--- config.mk ---
export PLATFORM = sky130hd
export DESIGN_NAME = seg_limit_probe
export DESIGN_NICKNAME = d
export VERILOG_FILES = /design/src/rtl/seg_limit_pkg.sv /design/src/rtl/seg_sel_bound.sv /design/src/rtl/seg_type_gate.sv /design/src/rtl/seg_limit_expand.sv /design/src/rtl/seg_limit_probe.sv
export SDC_FILE = /design/constraint.sdc
export NUM_CORES = 1
export LEC_CHECK = 0
export ABC_CLOCK_PERIOD_IN_PS = 7400
export BUFFER_PORTS_ARGS = -buffer_cell sky130_fd_sc_hd__buf_2
export CAP_MARGIN = 20
export CORE_ASPECT_RATIO = 1.2
export CORE_MARGIN = 10
export CORE_UTILIZATION = 43
export DETAILED_ROUTE_END_ITERATION = 7
export PLACE_DENSITY = 0.92
export SLEW_MARGIN = 10
export SYNTH_ARGS = -nofsm -noshare
export SYNTH_HDL_FRONTEND = slang
export SYNTH_HIERARCHICAL = 1
export SYNTH_SLANG_ARGS = --single-unit
--- constraint.sdc ---
create_clock -name clk -period 7.4 [get_ports clk]
set_clock_uncertainty 0.05 [all_clocks]
set_input_delay 0.74 -clock clk [delete_from_list [all_inputs] [get_ports clk]]
set_output_delay 0.74 -clock clk [all_outputs]
set_load 0.005 [all_outputs]
--- src/rtl/seg_limit_pkg.sv ---
package seg_limit_pkg;

    localparam int SEL_W  = 16;
    localparam int DESC_W = 64;
    localparam int LIM_W  = 20;

    typedef enum logic [1:0] {
        OPSZ_16   = 2'b00,
        OPSZ_32   = 2'b01,
        OPSZ_64   = 2'b10,
        OPSZ_RSVD = 2'b11
    } opsz_e;

    typedef enum logic {
        ST_IDLE   = 1'b0,
        ST_REPORT = 1'b1
    } probe_state_e;

    typedef struct packed {
        logic [LIM_W-1:0] lim20;
        logic [3:0]       kind;
        logic             code_data;
        logic [1:0]       dpl;
        logic             gran;
    } desc_view_t;

    function automatic desc_view_t view_of(input logic [DESC_W-1:0] d);
        desc_view_t v;
        v.lim20     = {d[51:48], d[15:0]};
        v.kind      = d[43:40];
        v.code_data = d[44];
        v.dpl       = d[46:45];
        v.gran      = d[55];
        return v;
    endfunction

endpackage

--- src/rtl/seg_sel_bound.sv ---
module seg_sel_bound #(
    parameter int TBL_W = 32
) (
    input  logic [13:0]      sel_hi,
    input  logic             wide_desc,
    input  logic [TBL_W-1:0] gdt_limit,
    input  logic [TBL_W-1:0] ldt_limit,
    output logic             sel_ok
);
    localparam int EW = (TBL_W > 17) ? TBL_W + 1 : 18;

    logic [EW-1:0] last_byte;
    logic [EW-1:0] table_lim;
    logic          is_null;

    always_comb begin
        is_null   = (sel_hi == 14'd0);
        last_byte = EW'({sel_hi[13:1], 3'b000}) + (wide_desc ? EW'(15) : EW'(7));
        table_lim = sel_hi[0] ? EW'(ldt_limit) : EW'(gdt_limit);
        sel_ok    = !is_null && (last_byte <= table_lim);
    end
endmodule

--- src/rtl/seg_type_gate.sv ---
module seg_type_gate (
    input  logic [3:0] kind,
    input  logic       code_data,
    input  logic [1:0] dpl,
    input  logic [1:0] cpl,
    input  logic [1:0] rpl,
    input  logic       long_mode,
    input  logic [4:0] ext_rsvd,
    output logic       wide_desc,
    output logic       type_ok,
    output logic       priv_ok
);
    logic conforming;

    always_comb begin
        conforming = code_data && kind[3] && kind[2];
        priv_ok    = conforming || ((dpl >= cpl) && (dpl >= rpl));
        wide_desc  = long_mode && !code_data;

        if (code_data) begin
            type_ok = 1'b1;
        end else if (long_mode) begin
            case (kind)
                4'h2, 4'h9, 4'hB: type_ok = (ext_rsvd == 5'd0);
                default:          type_ok = 1'b0;
            endcase
        end else begin
            case (kind)
                4'h1, 4'h2, 4'h3, 4'h9, 4'hB: type_ok = 1'b1;
                default:                      type_ok = 1'b0;
            endcase
        end
    end
endmodule

--- src/rtl/seg_limit_expand.sv ---
module seg_limit_expand
    import seg_limit_pkg::*;
#(
    parameter int OUT_W = 64
) (
    input  logic [LIM_W-1:0] lim20,
    input  logic             gran,
    input  logic [1:0]       opsz,
    output logic [OUT_W-1:0] limit
);
    localparam int FULL_W = 32;

    logic [FULL_W-1:0] full;
    logic [FULL_W-1:0] sized;

    always_comb begin
        full  = gran ? {lim20, 12'hFFF} : {12'h000, lim20};
        sized = (opsz == OPSZ_16) ? {16'h0000, full[15:0]} : full;
    end

    generate
        if (OUT_W > FULL_W) begin : g_zext
            assign limit = {{(OUT_W-FULL_W){1'b0}}, sized};
        end else begin : g_trunc
            assign limit = sized[OUT_W-1:0];
        end
    endgenerate
endmodule

--- src/rtl/seg_limit_probe.sv ---
module seg_limit_probe
    import seg_limit_pkg::*;
#(
    parameter int TBL_W = 32,
    parameter int OUT_W = 64
) (
    input  logic             clk,
    input  logic             rst_n,
    input  logic             req_valid,
    input  logic [15:0]      sel,
    input  logic [63:0]      desc_lo,
    input  logic [63:0]      desc_ext,
    input  logic [1:0]       cpl,
    input  logic [TBL_W-1:0] gdt_limit,
    input  logic [TBL_W-1:0] ldt_limit,
    input  logic             long_mode,
    input  logic [1:0]       opsz,
    output logic             done,
    output logic             zf,
    output logic             wr_en,
    output logic [OUT_W-1:0] limit_out
);
    desc_view_t       view;
    logic             wide_desc;
    logic             sel_ok;
    logic             type_ok;
    logic             priv_ok;
    logic             pass;
    logic [OUT_W-1:0] limit_calc;
    probe_state_e     state_q;
    probe_state_e     state_d;
    logic             zf_q;
    logic             wr_q;
    logic [OUT_W-1:0] lim_q;

    // Descriptor bits that play no part in the check (base, present, attributes).
    logic unused_bits;
    assign unused_bits = ^{desc_lo[63:56], desc_lo[54:52], desc_lo[47], desc_lo[39:16],
                           desc_ext[63:45], desc_ext[39:0]};

    assign view = view_of(desc_lo);

    seg_type_gate u_type (
        .kind      (view.kind),
        .code_data (view.code_data),
        .dpl       (view.dpl),
        .cpl       (cpl),
        .rpl       (sel[1:0]),
        .long_mode (long_mode),
        .ext_rsvd  (desc_ext[44:40]),
        .wide_desc (wide_desc),
        .type_ok   (type_ok),
        .priv_ok   (priv_ok)
    );

    seg_sel_bound #(.TBL_W(TBL_W)) u_bound (
        .sel_hi    (sel[15:2]),
        .wide_desc (wide_desc),
        .gdt_limit (gdt_limit),
        .ldt_limit (ldt_limit),
        .sel_ok    (sel_ok)
    );

    seg_limit_expand #(.OUT_W(OUT_W)) u_expand (
        .lim20 (view.lim20),
        .gran  (view.gran),
        .opsz  (opsz),
        .limit (limit_calc)
    );

    assign pass = sel_ok && type_ok && priv_ok;

    // Next-state selection: ACCEPT, WAIT, CHAIN, RETIRE.
    always_comb begin
        state_d = state_q;
        unique case (state_q)
            ST_IDLE:   state_d = req_valid ? ST_REPORT : ST_IDLE;
            ST_REPORT: state_d = req_valid ? ST_REPORT : ST_IDLE;
            default:   state_d = ST_IDLE;
        endcase
    end

    always_ff @(posedge clk) begin
        if (!rst_n) state_q <= ST_IDLE;
        else        state_q <= state_d;
    end

    always_ff @(posedge clk) begin
        if (!rst_n || !req_valid) begin
            zf_q  <= 1'b0;
            wr_q  <= 1'b0;
            lim_q <= '0;
        end else begin
            zf_q  <= pass;
            wr_q  <= pass;
            lim_q <= pass ? limit_calc : '0;
        end
    end

    assign done      = (state_q == ST_REPORT);
    assign zf        = zf_q;
    assign wr_en     = wr_q;
    assign limit_out = lim_q;
endmodule

# == Word-level counts from Yosys, hierarchy flattened ==
# Cells that the tools add are included.
# totals
word_cells,46
ramBits,0
inputBits,216
romBits,0
latch_bits,0
mem_count,0
regBits,66
output_inout_bits,67
# op_classes
eq_ne,5
addsub,1
mux,8
shifts,0
magnitude_cmp,3
div,0
reduce_logical,21
n_bitwise,2
multipliers,0
# op_table
cell,n
$add A16 B33 Y33,1
$le A33 B33 Y1,1
$mux W32,1
$mux W20,1
$logic_not A14 Y1,1
$eq A4 B2 Y1 const B,2
$eq A4 B4 Y1 const B,2
$logic_and A1 B1 Y1,7
$reduce_or A3 Y1,2
$logic_not A5 Y1,1
$mux W1,5
$reduce_or A5 Y1,1
$eq A4 B1 Y1 const B,1
$ge A2 B2 Y1,2
$logic_not A1 Y1,4
$mux W4,1
$reduce_or A4 Y1,1
$logic_not A2 Y1,1
$logic_or A1 B1 Y1,2
$not A1 Y1,2
$reduce_or A2 Y1,1

# == Longest topological paths before layout ==
# depth
ltp_word,10
mapped_depth,16
depth_no_buf,14

# == Hierarchy ==
# The synthesis kept the hierarchy.
# by_module_without_submodules
mod,instances,cells_per_inst,area_per_inst_um2
seg_limit_probe,1,213,1931.9
seg_sel_bound,1,108,835.8
seg_limit_expand,1,74,565.5
seg_type_gate,1,21,162.7

# == Worst setup path after synthesis ==
# No wires, ideal clock.
# synth_path
path_kind,input -> register
start,input long_mode
end,register lim_q[10] (netlist: limit_out[10])
slack_ps,3971
arrival_time_ps,3315
t_required_ps,7286
path_buffers,2
stages,16
path_cell_list,nor2b_1 -> ha_1 -> ha_1 -> and4_4 -> nand4_4 -> nor2_1 -> xnor2_1 -> ha_1 -> nand2_1 -> nor4_1 -> a32oi_1 -> o22ai_1 -> nand4_1 -> buf_4 -> buf_6 -> nor2_1
# synth_via
elab_chain_cells,9
word_cells_on_any_way,11
cone_classes,add/sub (1); order compare (1); mux (3); bitwise (1); reduce/logical (5)
# synth_lines
element,line_no,rtl
"start, declared",seg_limit_probe.sv:16,"input logic long_mode,"
$logic_and A1 B1 Y1,seg_type_gate.sv:18,wide_desc = long_mode && !code_data;
$mux W4,seg_sel_bound.sv:18,"last_byte = EW'({sel_hi[13:1], 3'b000}) + (wide_desc ? EW'(15) : EW'(7));"
$add A16 B33 Y33,seg_sel_bound.sv:18,
$le A33 B33 Y1,seg_sel_bound.sv:20,sel_ok = !is_null && (last_byte <= table_lim);
$logic_and A1 B1 Y1,seg_sel_bound.sv:20,
net sel_ok,seg_limit_probe.sv:25,logic sel_ok;
$logic_and A1 B1 Y1 (2 in a row),seg_limit_probe.sv:71,assign pass = sel_ok && type_ok && priv_ok;
$not A1 Y1 (no source line),n/a,
$reduce_or A2 Y1 (no source line),n/a,
"end signal, assigned",seg_limit_probe.sv:96,lim_q <= pass ? limit_calc : '0;
"end, declared",seg_limit_probe.sv:34,logic [OUT_W-1:0] lim_q;
# The timed path passes the listed nets, and every way through them passes these cells.
# A chain may end at the register's enable or synchronous reset.

# == Final worst setup path ==
# layout_path
start,input desc_lo[44]
end,register lim_q[3] (netlist: limit_out[3])
# layout_via
elab_chain_cells,10
word_cells_on_any_way,14
cone_classes,add/sub (1); order compare (1); mux (2); bitwise (1); reduce/logical (9)
# layout_lines
element,line_no,rtl
"start, declared",seg_limit_probe.sv:11,"input logic [63:0] desc_lo,"
$logic_not A1 Y1,seg_type_gate.sv:18,
$logic_and A1 B1 Y1,seg_type_gate.sv:18,
net wide_desc,seg_limit_probe.sv:24,logic wide_desc;
$mux W4,seg_sel_bound.sv:18,
$add A16 B33 Y33,seg_sel_bound.sv:18,
$le A33 B33 Y1,seg_sel_bound.sv:20,
$logic_and A1 B1 Y1,seg_sel_bound.sv:20,
net sel_ok,seg_limit_probe.sv:25,
$logic_and A1 B1 Y1 (2 in a row),seg_limit_probe.sv:71,
$not A1 Y1 (no source line),n/a,
$reduce_or A2 Y1 (no source line),n/a,
# The timed path passes the listed nets, and every way through them passes these cells.

==> results by group <==
Yosys
  – Syn Inst Count: 416
  – Cell variety after synth: 44
  – Synth area leader: dfxtp_1
  – Most used DFF post-synth: dfxtp_1
  – Post-synth EDFFs: 0
  – Synth top area share: 37.8%
  – #FFs+latches synth: 66
  – Avg Cell Area, Syn: 8.40 µm²
  – Syn Std Cell Area: 3500 µm²
  – Seq/Total Area, Yosys: 37.8%
  – Top cells by area, synth: dfxtp_1 (38%), nor2_1 (8.3%), nand2_1 (7.8%), buf_4 (7.5%), ha_1 (7.5%)
  – YS warnings: 6
  – Post-synth ARST share: 0%

Global route
  – Number of global-route vias before repair: 3468
  – Largest net degree at the start of global routing: 66
  – Remaining Overflow, GRT: 0
  – Total GRT Usage: 16.4%
  – First-pass GRT wire length: 16.1 mm
  – Initial antenna violation count: 1

Power
  – VDD IR max: 71.8 µV
  – Lkg Pwr: 2.37 nW
  – Power Dens Cells: 186 nW/µm²
  – Total power: 0.000844 W

Worst setup path
  – Critical path cell sequence: buf_2 > nor2b_1 > ha_1 > ha_1 > and4_4 > nand4_4 > nor2_1 > xnor2_1 > ha_1 > nand2_1 > nor4_1 > o31a_1 > o22ai_1 > nand4_1 > buf_4 > nor2_1
  – Cell mode on critical path: ha_1
  – Slowest stage cell, crit path: nor4_1
  – Crit path DAT: 4.29 ns
  – Crit path max fanout: 65
  – Crit path kind: in2reg
  – Max incr delay on CP: 0.53 ns
  – CP required: 7.54 ns
  – Critical path endpoint category: flop
  – Critical Path Start Type: input pin

Timing
  – Final Max Slew Viols: 0
  – Worst Setup Slack, final: 3.25 ns
  – Min Hold Slack: 0.595 ns
  – Final min period: 4.15 ns
  – Setup violations, final: 0
  – Slew @ Worst Pin: 0.617 ns
  – Final period utilization: 56.1%
  – Fmax: 241 MHz
  – Final hold viol count: 0
  – Unrepaired setup endpoints after global routing: no
  – Total negative setup slack: 0 ns
  – Relative slew slack: 58.9%

Placed design
  – IO buf count: 187
  – Final HPWL DP: 8.68 mm
  – Placer Congestion: 0.930
  – Worst slack, placed: 3.04 ns
  – Placed Instance Area: 4300 µm²

Clock tree
  – Post-CTS setup buffer count: 0
  – Bufs on Longest Clock Path: 2
  – Root Buffer: clkbuf_8
  – CTS sink count: 66
  – Hold-fix buffers at CTS: 0
  – Htree depth: 3
  – Reg clk slew, reported paths: 0.07 ns
  – Post-CTS Resized: 0
  – Inserted Clock Buffers: 9
  – CTS tree: yes

Outcome
  – Status: complete, no violations

Cells and area
  – Layout cells sized above 1: 39.8%
  – Total Nets Final: 832
  – Final Cell Area: 4530 µm²
  – Area growth syn-to-layout: 29.5%
  – Diode count: 0
  – Most frequent cells in the layout: buf_2 (187), nor2_1 (77), nand2_1 (73), dfxtp_1 (66), conb_1 (32)
  – Commonest non-fill, non-tap cell in the layout: buf_2
  – Filler Cells Inserted: 658

Drt
  – DRC Markers: 0
  – Drt pass-1 iters: 4
  – DR vias/cell: 4.77
  – Wire length per cell: 15.1 µm
  – Vias: 3299
  – Iter 0 DRT Violations: 98
  – Final WL: 10.4 mm
  – Final ANT Viol Nets: 0

Floorplanning
  – Width of the die: 102 µm
  – # IOs: 283
  – Initial Utilization: 44.8%
  – Die area: 12200 µm²
  – Core area: 7790 µm²
  – Die Y: 119 µm
  – Row Count: 35

Worst hold path
  – Hold Path Class: in2reg

Run
  – Maxcap violations: 0
-- cell type report --
type	instances	area, µm²	share of cell area, %
Sequential cell	66	1320	29.2
Clock inverter	6	90.1	1.99
Tap cell	92	115	2.54
Multi-Input combinational cell	321	1880	41.6
Inverter	8	30.0	0.663
Clock buffer	10	138	3.04
Timing Repair Buffer	189	951	21.0
-- report_power, final --
group / switching, W / leakage [nW] / internal, W
Clock: 0.000131 / 0.112 / 0.000199
Sequential: 0.00000192 / 0.534 / 0.000363
Combinational: 0.0000813 / 1.72 / 0.0000677
-- cells in the mapped netlist (8+ instances only) --
library cell and number:
mux2i_1 17, buf_4 35, inv_1 8, a21oi_1 8, nor2_1 77, nand2_1 73, xnor2_1 8, buf_2 8
ha_1 21, nand3_1 8, nor4_1 11, dfxtp_1 66, or2_2 12
-- per-layer routing --
metal / routed length (µm) / up-vias / track usage [%]
met5: 13 / - / 0
met4: 291 / 2 / 7.33
met3: 1270 / 23 / 7.69
met2: 5190 / 184 / 29.9
met1: 3690 / 1441 / 14.7
li1: - / 1649 / -
-- kinds of logic (layout without fill, tap and decap cells) --
logic type,after synthesis,in the layout,share of synthesized area (%)
AOI/OAI and AO/OA,21,21,3.97
xor gates and xnor gates,11,11,2.76
adders and majority gates,21,21,7.52
buffers and inverters,60,213,12.0
DFF,66,66,37.8
muxes,22,22,6.91
other,1,32,0.107
and+or+nand+nor,214,214,28.9
-- through the flow --
stage / utilization (%) / instances
global route: 58.1 / 692
global placement: 55.2 / 676
floorplan: - / 447
finish: 58.1 / 692
detailed placement: 55.2 / 676
CTS: 58.1 / 692
-- registers in the layout (all words and copies together), names as in the netlist --
name       flops
limit_out     64
done           1
wr_en          1
-- worst max-delay path: cells and delay by family --
family / cells / cell delay [ns]
AOI/OAI and AO/OA: 2 / 0.41
xor gates and xnor gates: 1 / 0.09
adders and majority gates: 3 / 0.68
buffers and inverters: 2 / 0.62
and+or+nand+nor: 8 / 1.72
-- final timing paths --
kind | from | endpoint | slack, ns | cells past startpoint
setup / recovery | desc_lo[44] | limit_out[3] | 3.25 | 16
hold / removal | rst_n | done | 0.60 | 2
Power figures use the tool's default switching activity.
